--- src/rtl/numtok_pkg.sv ---
package numtok_pkg;
  typedef enum logic [1:0] {
    RDX_HEX = 2'd0,
    RDX_DEC = 2'd1,
    RDX_OCT = 2'd2,
    RDX_BIN = 2'd3
  } radix_e;

  typedef enum logic [2:0] {
    S_IDLE  = 3'd0,
    S_ZERO  = 3'd1,
    S_PFX   = 3'd2,
    S_DIG   = 3'd3,
    S_MINUS = 3'd4,
    S_MONE  = 3'd5,
    S_SKIP  = 3'd6
  } lex_st_e;

  localparam logic [7:0] CH_ZERO  = 8'h30;
  localparam logic [7:0] CH_ONE   = 8'h31;
  localparam logic [7:0] CH_LOW_X = 8'h78;
  localparam logic [7:0] CH_LOW_B = 8'h62;
  localparam logic [7:0] CH_DASH  = 8'h2D;
  localparam logic [7:0] CH_COMMA = 8'h2C;
  localparam logic [7:0] CH_QUERY = 8'h3F;
  localparam logic [7:0] CH_SPACE = 8'h20;
endpackage

--- src/rtl/numtok_classify.sv ---
module numtok_classify (
  input  logic [7:0] byte_i,
  output logic       ws_o,
  output logic       sep_o,
  output logic       dec_o,
  output logic       hex_o,
  output logic [3:0] dval_o
);
  import numtok_pkg::*;

  logic lc_af, uc_af;

  always_comb begin
    ws_o   = (byte_i == CH_SPACE) || (byte_i >= 8'h09 && byte_i <= 8'h0D);
    sep_o  = (byte_i == CH_COMMA) || (byte_i == CH_QUERY);
    dec_o  = (byte_i >= 8'h30) && (byte_i <= 8'h39);
    lc_af  = (byte_i >= 8'h61) && (byte_i <= 8'h66);
    uc_af  = (byte_i >= 8'h41) && (byte_i <= 8'h46);
    hex_o  = dec_o || lc_af || uc_af;
    dval_o = byte_i[3:0];
    if (lc_af || uc_af) dval_o = byte_i[3:0] + 4'd9;  // 'a'/'A' low nibble 1 -> 10
  end
endmodule

--- src/rtl/numtok_accum.sv ---
module numtok_accum #(
  parameter int W = 32
) (
  input  logic                 clk_i,
  input  logic                 rst_ni,
  input  logic                 load_i,
  input  logic                 step_i,
  input  numtok_pkg::radix_e   radix_i,
  input  logic [3:0]           digit_i,
  output logic [W-1:0]         acc_o,
  output logic                 ovf_o
);
  import numtok_pkg::*;

  localparam int XW = W + 4;  // room for one radix-16 shift

  logic [XW-1:0] base, wide;

  always_comb begin
    base = {4'd0, acc_o};
    unique case (radix_i)
      RDX_HEX: wide = base << 4;
      RDX_OCT: wide = base << 3;
      RDX_BIN: wide = base << 1;
      default: wide = (base << 3) + (base << 1);
    endcase
    wide = wide + {{(XW-4){1'b0}}, digit_i};
  end

  always_ff @(posedge clk_i or negedge rst_ni) begin
    if (!rst_ni) begin
      acc_o <= '0;
      ovf_o <= 1'b0;
    end else if (load_i) begin
      acc_o <= {{(W-4){1'b0}}, digit_i};
      ovf_o <= 1'b0;
    end else if (step_i) begin
      acc_o <= wide[W-1:0];
      ovf_o <= ovf_o | (|wide[XW-1:W]);
    end
  end
endmodule

--- src/rtl/numtok_parser.sv ---
module numtok_parser #(
  parameter int W = 32
) (
  input  logic         clk_i,
  input  logic         rst_ni,
  input  logic         valid_i,
  input  logic [7:0]   byte_i,
  output logic         done_o,
  output logic         error_o,
  output logic         optval_o,
  output logic [W-1:0] value_o
);
  import numtok_pkg::*;

  lex_st_e st_q, st_d;
  radix_e  rdx_q, rdx_d;
  logic ws, sep, dec, hex, term, dig_ok;
  logic [3:0] dval;
  logic load, step, fin_ok, fin_err, fin_opt;
  logic [W-1:0] acc;
  logic ovf;

  numtok_classify u_cls (
    .byte_i(byte_i), .ws_o(ws), .sep_o(sep), .dec_o(dec), .hex_o(hex), .dval_o(dval)
  );

  numtok_accum #(.W(W)) u_acc (
    .clk_i(clk_i), .rst_ni(rst_ni), .load_i(load), .step_i(step),
    .radix_i(rdx_d), .digit_i(dval), .acc_o(acc), .ovf_o(ovf)
  );

  assign term = ws || sep;

  always_comb begin
    unique case (rdx_q)
      RDX_HEX: dig_ok = hex;
      RDX_OCT: dig_ok = dec && (dval < 4'd8);
      RDX_BIN: dig_ok = dec && (dval < 4'd2);
      default: dig_ok = dec;
    endcase
  end

  always_comb begin
    st_d = st_q; rdx_d = rdx_q;
    load = 1'b0; step = 1'b0;
    fin_ok = 1'b0; fin_err = 1'b0; fin_opt = 1'b0;
    if (valid_i) begin
      unique case (st_q)
        S_IDLE: begin
          if (ws) ;
          else if (sep) fin_err = 1'b1;
          else if (byte_i == CH_ZERO) begin load = 1'b1; st_d = S_ZERO; end
          else if (dec) begin load = 1'b1; rdx_d = RDX_DEC; st_d = S_DIG; end
          else if (byte_i == CH_DASH) st_d = S_MINUS;
          else st_d = S_SKIP;
        end
        S_ZERO: begin
          if (term) fin_ok = 1'b1;
          else if (byte_i == CH_LOW_X) begin rdx_d = RDX_HEX; st_d = S_PFX; end
          else if (byte_i == CH_LOW_B) begin rdx_d = RDX_BIN; st_d = S_PFX; end
          else if (dec && dval < 4'd8) begin rdx_d = RDX_OCT; step = 1'b1; st_d = S_DIG; end
          else st_d = S_SKIP;
        end
        S_PFX: begin
          if (term) fin_err = 1'b1;
          else if (dig_ok) begin step = 1'b1; st_d = S_DIG; end
          else st_d = S_SKIP;
        end
        S_DIG: begin
          if (term) begin fin_ok = !ovf; fin_err = ovf; end
          else if (dig_ok) step = 1'b1;
          else st_d = S_SKIP;
        end
        S_MINUS: begin
          if (term) fin_err = 1'b1;
          else if (byte_i == CH_ONE) st_d = S_MONE;
          else st_d = S_SKIP;
        end
        S_MONE: begin
          if (term) begin fin_ok = 1'b1; fin_opt = 1'b1; end
          else st_d = S_SKIP;
        end
        default: begin  // S_SKIP: only whitespace ends discard
          if (ws) fin_err = 1'b1;
        end
      endcase
      if (fin_ok || fin_err) st_d = S_IDLE;
    end
  end

  always_ff @(posedge clk_i or negedge rst_ni) begin
    if (!rst_ni) begin
      st_q     <= S_IDLE;
      rdx_q    <= RDX_DEC;
      done_o   <= 1'b0;
      error_o  <= 1'b0;
      optval_o <= 1'b0;
      value_o  <= '0;
    end else begin
      st_q     <= st_d;
      rdx_q    <= rdx_d;
      done_o   <= fin_ok;
      error_o  <= fin_err;
      optval_o <= fin_opt;
      if (fin_ok) value_o <= fin_opt ? '1 : acc;
    end
  end
endmodule

--- config.mk ---
export PLATFORM = sky130hd
export DESIGN_NAME = numtok_parser
export DESIGN_NICKNAME = d
export VERILOG_FILES = /design/src/rtl/numtok_pkg.sv /design/src/rtl/numtok_classify.sv /design/src/rtl/numtok_accum.sv /design/src/rtl/numtok_parser.sv
export SDC_FILE = /design/constraint.sdc
export NUM_CORES = 1
export LEC_CHECK = 0
export ABC_AREA = 1
export BUFFER_PORTS_ARGS = -buffer_cell sky130_fd_sc_hd__buf_2
export CAP_MARGIN = 5
export CORE_AREA = 4 4 125 127
export CTS_BUF_LIST = sky130_fd_sc_hd__clkbuf_16
export CTS_CLUSTER_DIAMETER = 80
export CTS_CLUSTER_SIZE = 20
export DETAILED_ROUTE_END_ITERATION = 6
export DIE_AREA = 0 0 129 131
export MAX_ROUTING_LAYER = met4
export PLACE_DENSITY = 0.72
export SLEW_MARGIN = 15
export SYNTH_ARGS = -nofsm -noshare
export SYNTH_HDL_FRONTEND = slang
export SYNTH_SLANG_ARGS = --single-unit
--- constraint.sdc ---
create_clock -name clk_i -period 3.7 [get_ports clk_i]
set_input_delay 0.37 -clock clk_i [delete_from_list [all_inputs] [get_ports clk_i]]
set_output_delay 0.37 -clock clk_i [all_outputs]
set_load 0.01 [all_outputs]
==> impl.org, run 1 <==
** Synth
- For this run, the register share of the synthesized area comes to 23.4%.
- The number of nets in the synthesized netlist is 1266.
- Number of synthesized flops with an enable pin :: 0
- The average instance in the mapped netlist occupies 6.43 um^2.
- Synthesized instance count :: 1215
- Async S/R FF share, synth :: 100%
- Prevailing post-synth register cell :: dfrtp_1
- Yosys mapped the design onto 58 distinct sky130hd cell types.
- For this run, the number of Yosys warnings is 0.
- Mapped Area :: 7810 um^2
- Flop and latch count out of synthesis :: 73

** Placement
- HPWL after DPL :: 20800 um
- Buffers placed on the I/O ports in this run total 45.
- DP Cell Count :: 1481
- At the end of routability-driven placement, the weighted congestion stood at 0.993.

** STA
- Headroom to the max-slew limit came out at 33.1%.
- Portion of the clock cycle consumed by the worst path in the final layout :: 93.0%
- Setup total negative slack on the finished layout was measured at 0 ps.
- Static timing analysis puts the maximum clock frequency at 290 MHz.
- Setup violations remaining at the end of the flow were counted as 0.
- Max Slew Vio Count :: 0
- The routed design could run at a clock period as short as 3440 ps.
- The hold violation total from the final report came to 0.
- Post-route clock skew :: 9.55 ps
- Actual transition at the worst max-transition pin :: 1000 ps

** Clocking
- CTS saw 73 sinks.
- Clock tree from TritonCTS :: built
- Clock tree synthesis inserted a total of 9 buffers.
- H-Tree Depth :: 3
- The clock reaches the later pin of the worst-skew pair after 340 ps.
- Hold_buf cts :: 0
- No sink is reached through more buffers than the 2 on the longest clock path.
- Root Buffer :: clkbuf_16
- Clock slew at the register clock pins of the worst setup and hold paths :: 60 ps

** GRT
- After global routing the overflow that remains totals 0.
- The number of antenna violations at the first check in global routing is 0.
- Global-route usage over all layers :: 31.9%
- The number of global-route vias before repair was 7611.
- Wire length of the first global-routing pass :: 40900 um
- Pin count of the biggest net entering global routing :: 74

** Critical path
- Endpoint of the worst register-to-register path :: u_acc.ovf_o
- Grouping stages by cell kind, the critical path spends the most delay in simple AND/OR/NAND/NOR gates.
- Endpoint kind of the worst setup timing path :: register
- Tracing the worst setup path back leads to its startpoint at u_acc.acc_o[11].
- In this run the number of cells on the critical path is 21.
- Library cell contributing the largest single delay on the critical path :: dfrtp_1
- Arrival time of the worst setup path :: 3640 ps
- Reg2reg start :: u_acc.acc_o[11]
- The number of buffers and inverters on the critical path is 1.
- Critical path, cell by cell :: buf_4 -> ha_1 -> nand2_1 -> nor3_1 -> o21ai_0 -> nand3_1 -> nand2_1 -> nand2_1 -> nand3_1 -> nand4_1 -> nand2_2 -> nor2_1 -> nand2_1 -> nor2_1 -> nand2_1 -> nand2_1 -> nand2_1 -> nor2_1 -> nand2_1 -> nand2_1 -> a21oi_2
- Critical path required time :: 3900 ps
- The critical path is of the register to register type.
- Sort of element at the start of the critical path :: register
- Biggest fanout along the worst timing path :: 5
- Critical Path Most Common Cell :: nand2_1
- Capturing instance or port of the critical path :: u_acc.ovf_o
- Number of cells on the worst reg-to-reg path :: 21
- In this design, the stage delay of the slowest critical-path cell is 430 ps.
- Register-to-register path setup slack :: 260 ps

** Floorplan
- After floorplanning, the core was divided into 44 placement rows.
- Core area :: 14400 um^2
- Top-Level Pins :: 46
- For this configuration, the core starts out at a cell density of 54.1%.
- Width of the chip :: 129 um
- Area of the die :: 16900 um^2
- Height of the die :: 131 um

** Power and ir drop
- Dividing total power by cell area gives a power density of 1060 nW/um^2.
- IR analysis of the VDD net gives a maximum drop of 0.493 mV.
- Summed over all cells, the static leakage comes to 4.53 nW.

** Final layout
- Area growth, synth to finish :: 15.0%
- Post-route insts no fill :: 1497
- N_diodes :: 0
- Share of layout cells above drive strength 1 :: 17.6%
- Post-layout nets :: 1362

** Routing
- For this run, design rule violations remaining after detail routing come to 0.
- First drt pass iteration count :: 5
- Once detail routing completed, the nets flagged for antenna violations numbered 0.
- The final layout contains routed wiring with a total length of 25900 um.
- Vias :: 8572
- Using the TritonRoute via totals, the vias-per-cell ratio works out to 5.73.
- After detailed routing, the average wire length per cell comes to 17.3 um.
- In this run, the number of DRC markers left after iteration 0 of detailed routing was 823.

** Status
- The flow ran to the end, and the final reports show no timing, DRC or antenna violations.

** Flow run
- The tool flagged a number of max-cap violations equal to 0.

** Min path
- The min-delay analysis places its worst path in the category primary input to asynchronous set/reset pin.
==> logic make-up after synthesis <==
group                      Yosys count  share of synthesized area, %
buffers and inverters              212                          11.4
adders and majority gates           40                          6.60
and+or+nand+nor                    668                          41.3
xor gates and xnor gates            20                          2.24
DFF                                 73                          23.4
AOI/OAI and AO/OA                  202                          15.0
==> cells in the final DEF, fill, tap and decap left out, types with 31 or more instances in the layout <==
master,count
a21oi_1,47
buf_2,44
buf_4,68
dfrtp_1,72
ha_1,37
inv_1,163
nand2_1,294
nand3_1,132
nand4_1,31
nor2_1,118
o21ai_0,86
==> sequential cells by signal (all words and copies together), names as in the netlist <==
signal,flops
value_o,32
optval_o,1
u_acc.ovf_o,1
u_acc.acc_o,32
st_q,3
error_o,1
rdx_q,2
done_o,1
==> timing repair <==
action | CTS | global route
setup buffers | 0 | 3
setup endpoints to repair | 0 | 10
gates resized for setup | 0 | 15
==> per-layer routing <==
metal  routed length, um  up-vias  global-route usage, %
met2               10300      386                   42.2
met5                   0        -                      -
met1               12600     3944                   49.2
li1                    -     4198                      -
met3                2510       44                   6.22
met4                 531        0                   8.03
==> power by group <==
part,internal [W],leakage (nW),switching (W)
Sequential,0.00110,0.904,0.000412
Combinational,0.00246,3.49,0.00466
Clock,0.000576,0.141,0.000329
==> metrics by stage <==
step | setup slack (ps) | total power [W] | hold slack [ps] | instance area (um^2) | utilization [%]
after floorplan | 228 | 0.00636 | 74.4 | 7810 | -
after global placement | 34.5 | 0.00829 | 480 | 8610 | 59.7
after detailed placement | -17.4 | 0.00830 | 483 | 8610 | 59.7
after CTS | 214 | 0.00927 | 214 | 8900 | 61.7
after global routing | -34.2 | 0.0104 | 263 | 8980 | 62.3
final | 257 | 0.00954 | 185 | 8980 | 62.3
==> cells in the mapped netlist, types with 3 or more instances <==
cell	n	area, um^2
clkbuf_1	10	37.5
o21ai_2	4	35.0
o21ai_0	89	445
nand2_2	11	68.8
nor2_1	122	458
nor3_2	7	70.1
clkinv_1	3	11.3
or2_2	5	31.3
a21o_1	3	22.5
buf_2	6	30.0
nor3_1	12	60.1
xor2_1	12	105
xnor2_1	8	70.1
nand2_4	5	56.3
nor2_2	9	56.3
nand4_1	31	194
buf_6	4	45.0
inv_1	163	612
inv_2	16	60.1
o21ai_1	9	45.0
nand3b_1	7	52.6
o221ai_1	3	26.3
o22ai_1	18	113
buf_4	8	60.1
nand4_2	6	75.1
nor2_4	7	78.8
nand2_1	295	1110
a21oi_2	3	26.3
nand3_2	10	100
ha_1	38	475
nand3_1	132	661
o211ai_1	5	37.5
dfrtp_1	72	1800
a21oi_1	48	240
==> final cells by class <==
| cell class | instances | area [um^2] |
|---|---|---|
| Fill cell | 1380 | 5440 |
| Clock inverter | 4 | 71.3 |
| Timing Repair Buffer | 115 | 791 |
| Tap cell | 184 | 230 |
| Sequential cell | 73 | 1830 |
| Inverter | 182 | 683 |
| Clock buffer | 9 | 225 |
| Multi-Input combinational cell | 930 | 5150 |
==> worst min-delay path by stage <==
stage,from,end,slack (ps),cells past startpoint
6_report,rst_ni,st_q[1],190,1
5_1_grt,rst_ni,st_q[1],260,1
4_1_cts,rst_ni,st_q[1],210,1
3_5_place_dp,value_o[29],value_o[29],480,2
3_3_place_gp,value_o[24],value_o[24],480,2
2_1_floorplan,rst_ni,done_o,70,0
Power figures use the tool's default switching activity.
==> run 2: changes to the inputs <==
--- a/config.mk
+++ b/config.mk
@@ -6,16 +6,17 @@
 export NUM_CORES = 1
 export LEC_CHECK = 0
 export ABC_AREA = 1
+export ABC_CLOCK_PERIOD_IN_PS = 3700
 export BUFFER_PORTS_ARGS = -buffer_cell sky130_fd_sc_hd__buf_2
 export CAP_MARGIN = 5
-export CORE_AREA = 4 4 125 127
+export CORE_AREA = 4 4 117 119
 export CTS_BUF_LIST = sky130_fd_sc_hd__clkbuf_16
 export CTS_CLUSTER_DIAMETER = 80
 export CTS_CLUSTER_SIZE = 20
 export DETAILED_ROUTE_END_ITERATION = 6
-export DIE_AREA = 0 0 129 131
+export DIE_AREA = 0 0 121 123
 export MAX_ROUTING_LAYER = met4
-export PLACE_DENSITY = 0.72
+export PLACE_DENSITY = 0.81
 export SLEW_MARGIN = 15
 export SYNTH_ARGS = -nofsm -noshare
 export SYNTH_HDL_FRONTEND = slang
==> run 2 against run 1 <==
  * Highest routed layer unchanged
  * Sequential cell count unchanged
  * Register-to-register slack got worse by 30 ps
  * Largest power group unchanged
  * Via count up 2.0%
  * Combinational power grew 1%
==> impl.org, run 2 (same netlist as run 1, synthesis figures left out) <==
** Status
- Status: complete, no violations (unchanged).

** Final layout
- Commonest non-fill, non-tap cells in the layout: nand2_1, inv_1, nand3_1, nor2_1, o21ai_0 (unchanged).
- The share of post-route cells with drive strength above 1 was 18.3% (was 17.6%).
- N_diodes :: 0 (unchanged)
- Most common cell after layout, fill and taps aside :: nand2_1 (unchanged)
- The final net count is 1351 (was 1362).
- Final Util :: 71.2% (was 62.3%)
- Largest registers: u_acc.acc_o x32, value_o x32, st_q x3 (unchanged).
- The area growth from synthesis to final layout is 14.6% (was 15.0%).

** Power and ir drop
- Worst IR drop on VDD :: 0.468 mV (was 0.493 mV)
- Sequential fraction of design power :: 15.7% (was 15.9%)
- Leak :: 4.50 nW (was 4.53 nW)
- The combinational group share of total power came to 74.8% (was 74.6%).
- The net load switching power was 0.00555 W (was 0.00540 W).
- Switching share of power :: 57.6% (was 56.6%)
- The power per cell area was 1080 nW/um^2 (was 1060 nW/um^2).
- Design internal power :: 0.00408 W (was 0.00414 W)
- Overall power :: 0.00963 W (was 0.00954 W)
- The clock share of power was 9.5% (about the same).

** GRT
- The number of antenna violations at the first check in global routing was 0 (unchanged).
- Wire length of the first global-routing pass :: 41400 um (was 40900 um)
- The largest net degree at the start of global routing came to 74 (unchanged).
- The number of global-route vias before repair came to 8184 (was 7611).
- The global routing usage summed across all routing layers was 36.3% (was 31.9%).
- GRT Residual Overflow :: 0 (unchanged)

** Floorplan
- The floorplan die width came to 121 um (was 129 um).
- Top-Level Pins :: 46 (unchanged)
- Area of the die :: 14900 um^2 (was 16900 um^2)
- Height of the die :: 123 um (was 131 um)
- Core area :: 12600 um^2 (was 14400 um^2)
- The initial core utilization is 62.1% (was 54.1%).
- Number of standard-cell rows in the floorplan :: 41 (was 44)

** Placement
- The placer's final routability congestion estimate is 1.00 (was 0.993).
- The half-perimeter wire length after detailed placement came to 20100 um (was 20800 um).
- The setup slack at placement was -37.9 ps (was -17.4 ps).
- The count of input and output buffers is 45 (unchanged).

** Clocking
- Skew-Pair Late Insertion Delay :: 340 ps (about the same)
- Root Buffer :: clkbuf_16 (unchanged)
- The deepest clock path buffer count was 2 (unchanged).
- The CTS buffer count was 9 (unchanged).
- The maximum level of the CTS H-tree came to 3 (unchanged).
- Clock slew at the register clock pins of the worst setup and hold paths :: 70 ps (was 60 ps)
- CTS Sinks :: 73 (unchanged)
- The TritonCTS clock tree was built (unchanged).

** STA
- Hold violation count in the final report :: 0 (unchanged)
- The max-slew violation count came to 0 (unchanged).
- Post-route clock skew :: 7.15 ps (was 9.55 ps)
- The least setup slack across all paths after layout is 178 ps (was 257 ps).
- Portion of the clock cycle consumed by the worst path in the final layout :: 95.2% (was 93.0%)
- The shortest clock period the worst path allows after layout was 3520 ps (was 3440 ps).
- The setup violation total in the final timing report came to 0 (unchanged).
- Actual transition at the worst max-transition pin :: 1020 ps (was 1000 ps)
- Maximum clock frequency :: 284 MHz (was 290 MHz)
- Remaining max-slew budget at the tightest pin :: 32.1% (was 33.1%)
- Final TNS setup :: 0 ps (unchanged)

** Routing
- Remaining antenna violation count after routing :: 0 (unchanged)
- The via count normalized by instance count is 5.92 (was 5.73).
- The vias after detailed routing was 8742 (was 8572).
- Average routed wire per standard cell :: 17.4 um (was 17.3 um)
- Violation count after the first detailed-routing iteration :: 1211 (was 823)
- The post-detailed-route DRC marker count is 0 (unchanged).
- The detailed-routing iteration count for the pre-antenna-repair pass is 6 (was 5).
- Wirelength, routed :: 25700 um (was 25900 um)

** Critical path
- Critical path, cell by cell: buf_2 -> inv_1 -> ha_2 -> a21oi_1 -> a21oi_2 -> nand2_2 -> a21oi_4 -> nand2_4 -> nand2_8 -> nand2_4 -> nor2_1 -> a21oi_1 -> ha_1 -> inv_1 -> nor2_1 -> nor2_1 -> inv_1 -> nand3_4 -> nor2_2 -> nand3_2 -> nor3_1 -> nand2_1 -> o221ai_1 -> o21ai_1 (was buf_4 -> ha_1 -> nand2_1 -> nor3_1 -> o21ai_0 -> nand3_1 -> nand2_1 -> nand2_1 -> nand3_1 -> nand4_1 -> nand2_2 -> nor2_1 -> nand2_1 -> nor2_1 -> nand2_1 -> nand2_1 -> nand2_1 -> nor2_1 -> nand2_1 -> nand2_1 -> a21oi_2).
- The combined buffer and inverter count along the critical path is 4 (was 1).
- The startpoint of the most critical setup path is byte_i[0] (was u_acc.acc_o[11]).
- The cell class contributing the biggest share of worst-path delay is simple AND/OR/NAND/NOR gates (unchanged).
- The critical path data arrival time is 3740 ps (was 3640 ps).
- The cell with the biggest individual delay on the critical path is nor3_1 (was dfrtp_1).
- The category of the most critical setup path is primary input to register (was register to register).
- Critical path required time :: 3920 ps (was 3900 ps)
- The maximum fanout along the worst path came to 6 (was 5).
- The startpoint class of the critical path was a primary input (was register).
- Reg2reg start :: st_q[0] (was u_acc.acc_o[11])
- The highest cell delay on the worst timing path is 340 ps (was 430 ps).
- Endpoint kind of the worst setup timing path :: register (unchanged)

** Flow run
- The max-cap violation count came to 0 (unchanged).

** Min path
- The worst min-delay path class is primary input to asynchronous set/reset pin (unchanged).
run 2: per-layer routing:
layer	global-route usage, %	share of wire, %	vias up	wire length, um
li1	-	-	4187	-
met1	50.3	43	3956	11000
met2	52.1	42	533	10900
met3	8.87	12	66	3150
met4	12.1	2.6	0	660
met5	-	0	-	0
run 2: through the flow:
step	cell area (um^2)	hold WS, ps	instances
floorplan	7810	74.4	1215
global placement	8480	483	1454
detailed placement	8480	487	1454
CTS	8790	278	1470
global route	8950	343	1477
finish	8950	253	1477
run 2: path summary, 6_finish.rpt:
check	end	slack, ps	depth (start not counted)
worst max-delay path	u_acc.acc_o[14]	180	24
worst min-delay path	st_q[0]	250	2
worst max register to register	u_acc.acc_o[14]	230	22
worst min register to register	value_o[30]	500	2
max in group asynchronous	st_q[2]	2800	2
min in group clk_i	error_o	410	3
run 2: area by class of cell:
class / instances / area [um^2]
Multi-Input combinational cell: 930 / 5210
Fill cell: 1104 / 3610
Sequential cell: 73 / 1830
Timing Repair Buffer: 104 / 706
Inverter: 182 / 683
Clock buffer: 9 / 225
Tap cell: 172 / 215
Clock inverter: 7 / 83.8
run 2: worst register-to-register path: stages (launching register included):
cell and delay [ps]:
dfrtp_1 420, nor2_2 170, inv_1 90, nor3_1 160
inv_1 130, o21ai_4 170, inv_2 90, nand2_8 100
nand2_4 50, nor2_1 110, a21oi_1 60, ha_1 300
inv_1 60, nor2_1 100, nor2_1 60, inv_1 90
nand3_4 100, nor2_2 140, nand3_2 170, nor3_1 340
nand2_1 130, o221ai_1 210, o21ai_1 110
run 2: power groups by stage:
stage | clock (W) | combinational, W | sequential (W)
finish | 0.000918 | 0.00720 | 0.00151
global placement | 0 | 0.00668 | 0.00148
CTS | 0.000923 | 0.00680 | 0.00148
floorplan | 0 | 0.00491 | 0.00145
detailed placement | 0 | 0.00674 | 0.00148
global route | 0.000957 | 0.00795 | 0.00154
run 2: timing repair:
action                     in CTS  in global routing
resized for setup               0                 35
setup endpoints to repair       0                 14
hold buffers                    0                  0
buffers inserted                0                  7
==> run 3: changes to the inputs <==
--- a/config.mk
+++ b/config.mk
@@ -9,15 +9,16 @@
 export ABC_CLOCK_PERIOD_IN_PS = 3700
 export BUFFER_PORTS_ARGS = -buffer_cell sky130_fd_sc_hd__buf_2
 export CAP_MARGIN = 5
-export CORE_AREA = 4 4 117 119
+export CORE_AREA = 4 4 120 122
 export CTS_BUF_LIST = sky130_fd_sc_hd__clkbuf_16
 export CTS_CLUSTER_DIAMETER = 80
 export CTS_CLUSTER_SIZE = 20
 export DETAILED_ROUTE_END_ITERATION = 6
-export DIE_AREA = 0 0 121 123
+export DIE_AREA = 0 0 124 126
 export MAX_ROUTING_LAYER = met4
-export PLACE_DENSITY = 0.81
+export PLACE_DENSITY = 0.8
 export SLEW_MARGIN = 15
 export SYNTH_ARGS = -nofsm -noshare
 export SYNTH_HDL_FRONTEND = slang
+export SYNTH_HIERARCHICAL = 1
 export SYNTH_SLANG_ARGS = --single-unit
==> run 3 against run 2 <==
  * The run now ends with setup timing left
  * Largest cell class unchanged
  * Critical path type is now register to register
  * Sequential share of layout area fell by 2.2 points
  * Critical path depth rose by 2
  * Critical endpoint is now u_acc/acc_o[30]
  * Sequential cell count did not move
  * Routed wire length rose by 11%
  * Utilization rose by 4.9 points
  * First-iteration DRC count rose by 14%
  * Worst setup slack got worse by 320 ps
==> impl.org, run 3 <==
** STA
- The setup violation total in the final timing report was 8 (was 0).
- The total negative slack for setup checks is -601 ps (was 0 ps).
- The hold violation total from the final report came to 0 (unchanged).
- Hold_ws :: 173 ps (was 253 ps)
- Smallest setup slack after layout :: -141 ps (was 178 ps)
- RSZ-0062 raised after global routing :: true
- The max-slew violation count came to 0 (unchanged).
- Portion of the clock cycle consumed by the worst path in the final layout :: 104% (was 95.2%)
- Remaining max-slew budget at the tightest pin :: 36.0% (was 32.1%)
- Actual transition at the worst max-transition pin :: 960 ps (was 1020 ps)
- Post-route clock skew :: 5.80 ps (was 7.15 ps)
- The shortest clock period the worst path allows after layout came to 3840 ps (was 3520 ps).
- Maximum clock frequency :: 260 MHz (was 284 MHz)

** Clocking
- CTS Sinks :: 73 (unchanged)
- The clock-pin slew reported for the worst setup and hold paths after clock tree synthesis was 60 ps (was 70 ps).
- The TritonCTS clock tree is built (unchanged).
- The maximum level of the CTS H-tree came to 3 (unchanged).
- Number of buffers added by the clock tree synthesis step :: 9 (unchanged)
- Skew-Pair Late Insertion Delay :: 350 ps (was 340 ps)
- The quantity of hold-fixing buffers added after cts is 0 (unchanged).
- The root buffer cell was clkbuf_16 (unchanged).
- The deepest clock path buffer count came to 2 (unchanged).

** Synth
- The fraction of registers with async set or reset after synthesis is 100% (unchanged).
- The post-synthesis share of cell area spent on xor and xnor gates was 0.639% (was 2.24%).
- Avg Inst Size Synth :: 6.01 um^2 (was 6.43 um^2)
- Multiplexer share of the synthesized area :: 0% (unchanged)
- Main area contributors after synthesis :: dfrtp_1, nand2_1, inv_1, nand3_1, ha_1 (was dfrtp_1, nand2_1, nand3_1, inv_1, ha_1)
- The summed instance area of the synthesized netlist is 8230 um^2 (was 7810 um^2).
- Complex-gate fraction of the synthesized area :: 15.5% (was 15.0%)
- Most frequent cells after synthesis :: nand2_1, inv_1, nor2_1, nand3_1, o21ai_0 (was nand2_1, inv_1, nand3_1, nor2_1, o21ai_0)
- The number of flops mapped to enable cells by yosys is 0 (unchanged).
- The area fraction in and, or, nand and nor cells after synthesis came to 43.2% (was 41.3%).
- The post-synthesis sequential element count is 73 (unchanged).
- The count of yosys warnings during synthesis is 6 (was 0).
- The synthesized-area fraction occupied by adder cells came to 6.11% (was 6.60%).
- Synthesized instance count :: 1369 (was 1215)
- The library cell with the highest instance count after synthesis is nand2_1 (unchanged).
- Area fraction of the dominant cell type after synthesis :: 21.9% (was 23.1%)
- Portion of the post-synthesis area used by sequential elements :: 22.2% (was 23.4%)
- Cell taking the most area after synthesis :: dfrtp_1 (unchanged)
- The combinational family with the most area after synthesis is simple AND/OR/NAND/NOR gates (unchanged).
- Prevailing post-synth register cell :: dfrtp_1 (unchanged)
- The net count after synthesis was 1419 (was 1266).
- The number of distinct standard cells referenced by the synthesized netlist is 45 (was 58).

** Critical path
- The maximum fanout along the worst path came to 4 (was 6).
- The category of the most critical setup path is register to register (was primary input to register).
- The data required time at the worst endpoint is 3940 ps (was 3920 ps).
- The critical path endpoint category was a register (unchanged).
- The critical path data arrival time is 4080 ps (was 3740 ps).
- The startpoint class of the critical path was a register (was primary input).

** Final layout
- Share of layout cells above drive strength 1 :: 22.2% (was 18.3%)
- The footprint of the flip-flops and latches is 1830 um^2 (about the same).
- Largest registers: u_acc/acc_o x32, value_o x32, st_q x3 (was u_acc.acc_o x32, value_o x32, st_q x3).
- The area used by multi-input combinational logic is 5610 um^2 (was 5210 um^2).
- The antenna cell count is 0 (unchanged).
- The area of all placed cells without fillers came to 10000 um^2 (was 8950 um^2).
- Most common cell after layout, fill and taps aside :: nand2_1 (unchanged)
- The final net count came to 1574 (was 1351).
- Commonest non-fill, non-tap cells in the layout: nand2_1, inv_1, buf_4, nor2_1, nand3_1 (was nand2_1, inv_1, nand3_1, nor2_1, o21ai_0).
- Final Util :: 76.1% (was 71.2%)
- Filler cell count in the final layout :: 1105 (was 1104)
- Area growth, synth to finish :: 22.1% (was 14.6%)

** GRT
- Pin count of the biggest net entering global routing :: 74 (unchanged)
- The global routing usage summed across all routing layers came to 37.6% (was 36.3%).
- The number of antenna violations at the first check in global routing is 0 (unchanged).
- GRT Residual Overflow :: 0 (unchanged)
- The number of global-route vias before repair was 9182 (was 8184).
- Wire length of the first global-routing pass :: 45300 um (was 41400 um)

** Min path
- The worst min-delay path class was primary input to asynchronous set/reset pin (unchanged).

** Status
- The final reports fail on setup timing.
- Status: finished with violations (was complete, no violations).

** Floorplan
- Effective utilization at floorplan :: 62.4% (was 62.1%)
- The core region area is 13200 um^2 (was 12600 um^2).
- The full die area came to 15600 um^2 (was 14900 um^2).
- Top-Level Pins :: 46 (unchanged)
- The total number of placement rows is 42 (was 41).
- Height of the die :: 126 um (was 123 um)
- Width of the chip :: 124 um (was 121 um)

** Routing
- The average wire per cell in the routed design came to 16.8 um (was 17.4 um).
- First drt pass iteration count :: 7 (was 6)
- The remaining antenna violation count after routing is 0 (unchanged).
- The post-detailed-route DRC marker count came to 0 (unchanged).
- The aggregate routed wire length is 28600 um (was 25700 um).
- The vias after detailed routing was 9905 (was 8742).
- The first-iteration detailed-routing DRC count came to 1380 (was 1211).
- The via count normalized by instance count is 5.81 (was 5.92).

** Placement
- The half-perimeter wire length after detailed placement was 22000 um (was 20100 um).
- Placed inst area :: 9450 um^2 (was 8480 um^2)
- The placer's final routability congestion estimate is 1.07 (was 1.00).
- Port buffer count :: 45 (unchanged)

** Flow run
- The max-cap violation count was 0 (unchanged).
==> run 3: cell count changes in the layout (fill, tap and decap cells not counted), sizes merged, moves of 6 or more <==
| cell | delta |
|---|---|
| nand2 | +141 |
| buf | +72 |
| inv | +36 |
| nand3 | -23 |
| nand4 | -17 |
| o21ai | +16 |
| o221ai | +15 |
| nor2 | +8 |
| xor2 | -8 |
| and2 | +7 |
| o22ai | +7 |
| nor3 | -6 |
| xnor2 | -6 |
==> run 3: final cells by class <==
cell class	count	area share (%)
clock buffers	9	2.24
clock inverters	7	0.685
inverters	221	8.50
multi-input cells	1043	55.8
flip-flops and latches	73	18.2
well taps	176	2.19
repair buffers	176	12.3
==> run 3: per-stage QoR <==
stage | worst slack, ps | instances
after floorplan | -155 | 1369
after global placement | -403 | 1674
after detailed placement | -537 | 1674
after CTS | -27.1 | 1691
after global routing | -434 | 1705
final | -141 | 1705
==> run 3: what timing repair did <==
action | 4_1_cts | 5_1_grt
gates resized for setup | 7 | 47
setup endpoints to repair | 14 | 20
setup buffers | 1 | 15
pin swaps | 5 | 28
==> run 3: cell families after synthesis <==
kind of cell / after synthesis
adder cells (fa/ha/maj): 39
AO/OA/AOI/OAI: 227
XOR/XNOR: 6
buffers and inverters: 253
flip-flops: 73
AND/OR/NAND/NOR: 771
==> run 3: path summary, 6_finish.rpt <==
kind                            slack (ps)        from              end  cells after the start
worst min-delay path                   170      rst_ni          st_q[0]                      1
worst max register to register        -140     st_q[1]  u_acc/acc_o[30]                     26
min in group clk_i                     400     valid_i          st_q[2]                      3
worst max-delay path                  -140     st_q[1]  u_acc/acc_o[30]                     26
worst min register to register         510  value_o[2]       value_o[2]                      2
max in group asynchronous             2900      rst_ni  u_acc/acc_o[26]                      1
==> run 3: per-layer routing <==
| metal | part of all wire [%] | track usage [%] | vias up |
|---|---|---|---|
| met5 | 0 | - | - |
| met4 | 5.3 | 15.0 | 0 |
| met3 | 9.1 | 6.68 | 125 |
| met2 | 45 | 58.6 | 548 |
| met1 | 41 | 48.4 | 4507 |
| li1 | - | - | 4725 |
==> run 3: worst max-delay path: stages (launching register included) <==
cell and delay, ps:
dfrtp_1 390, nor2_1 190, nand2_1 110, nor2_1 220
a21oi_1 80, o21ai_1 130, nand2_1 80, nand2_2 100
inv_4 50, nor2_4 110, inv_2 50, nor2_1 120
a21oi_1 70, ha_1 370, nand3_2 100, nand3_2 80
nand3_2 100, nor2_4 130, nand3_2 100, nor2_4 170
buf_6 130, nand3_4 100, nor3_4 220, nand4_1 140
or2_1 250, nand3_1 60, o21ai_1 60
Power of run 3 is not shown: default switching activity piles up to over one toggle a cycle in this logic, so the estimate is an artifact.
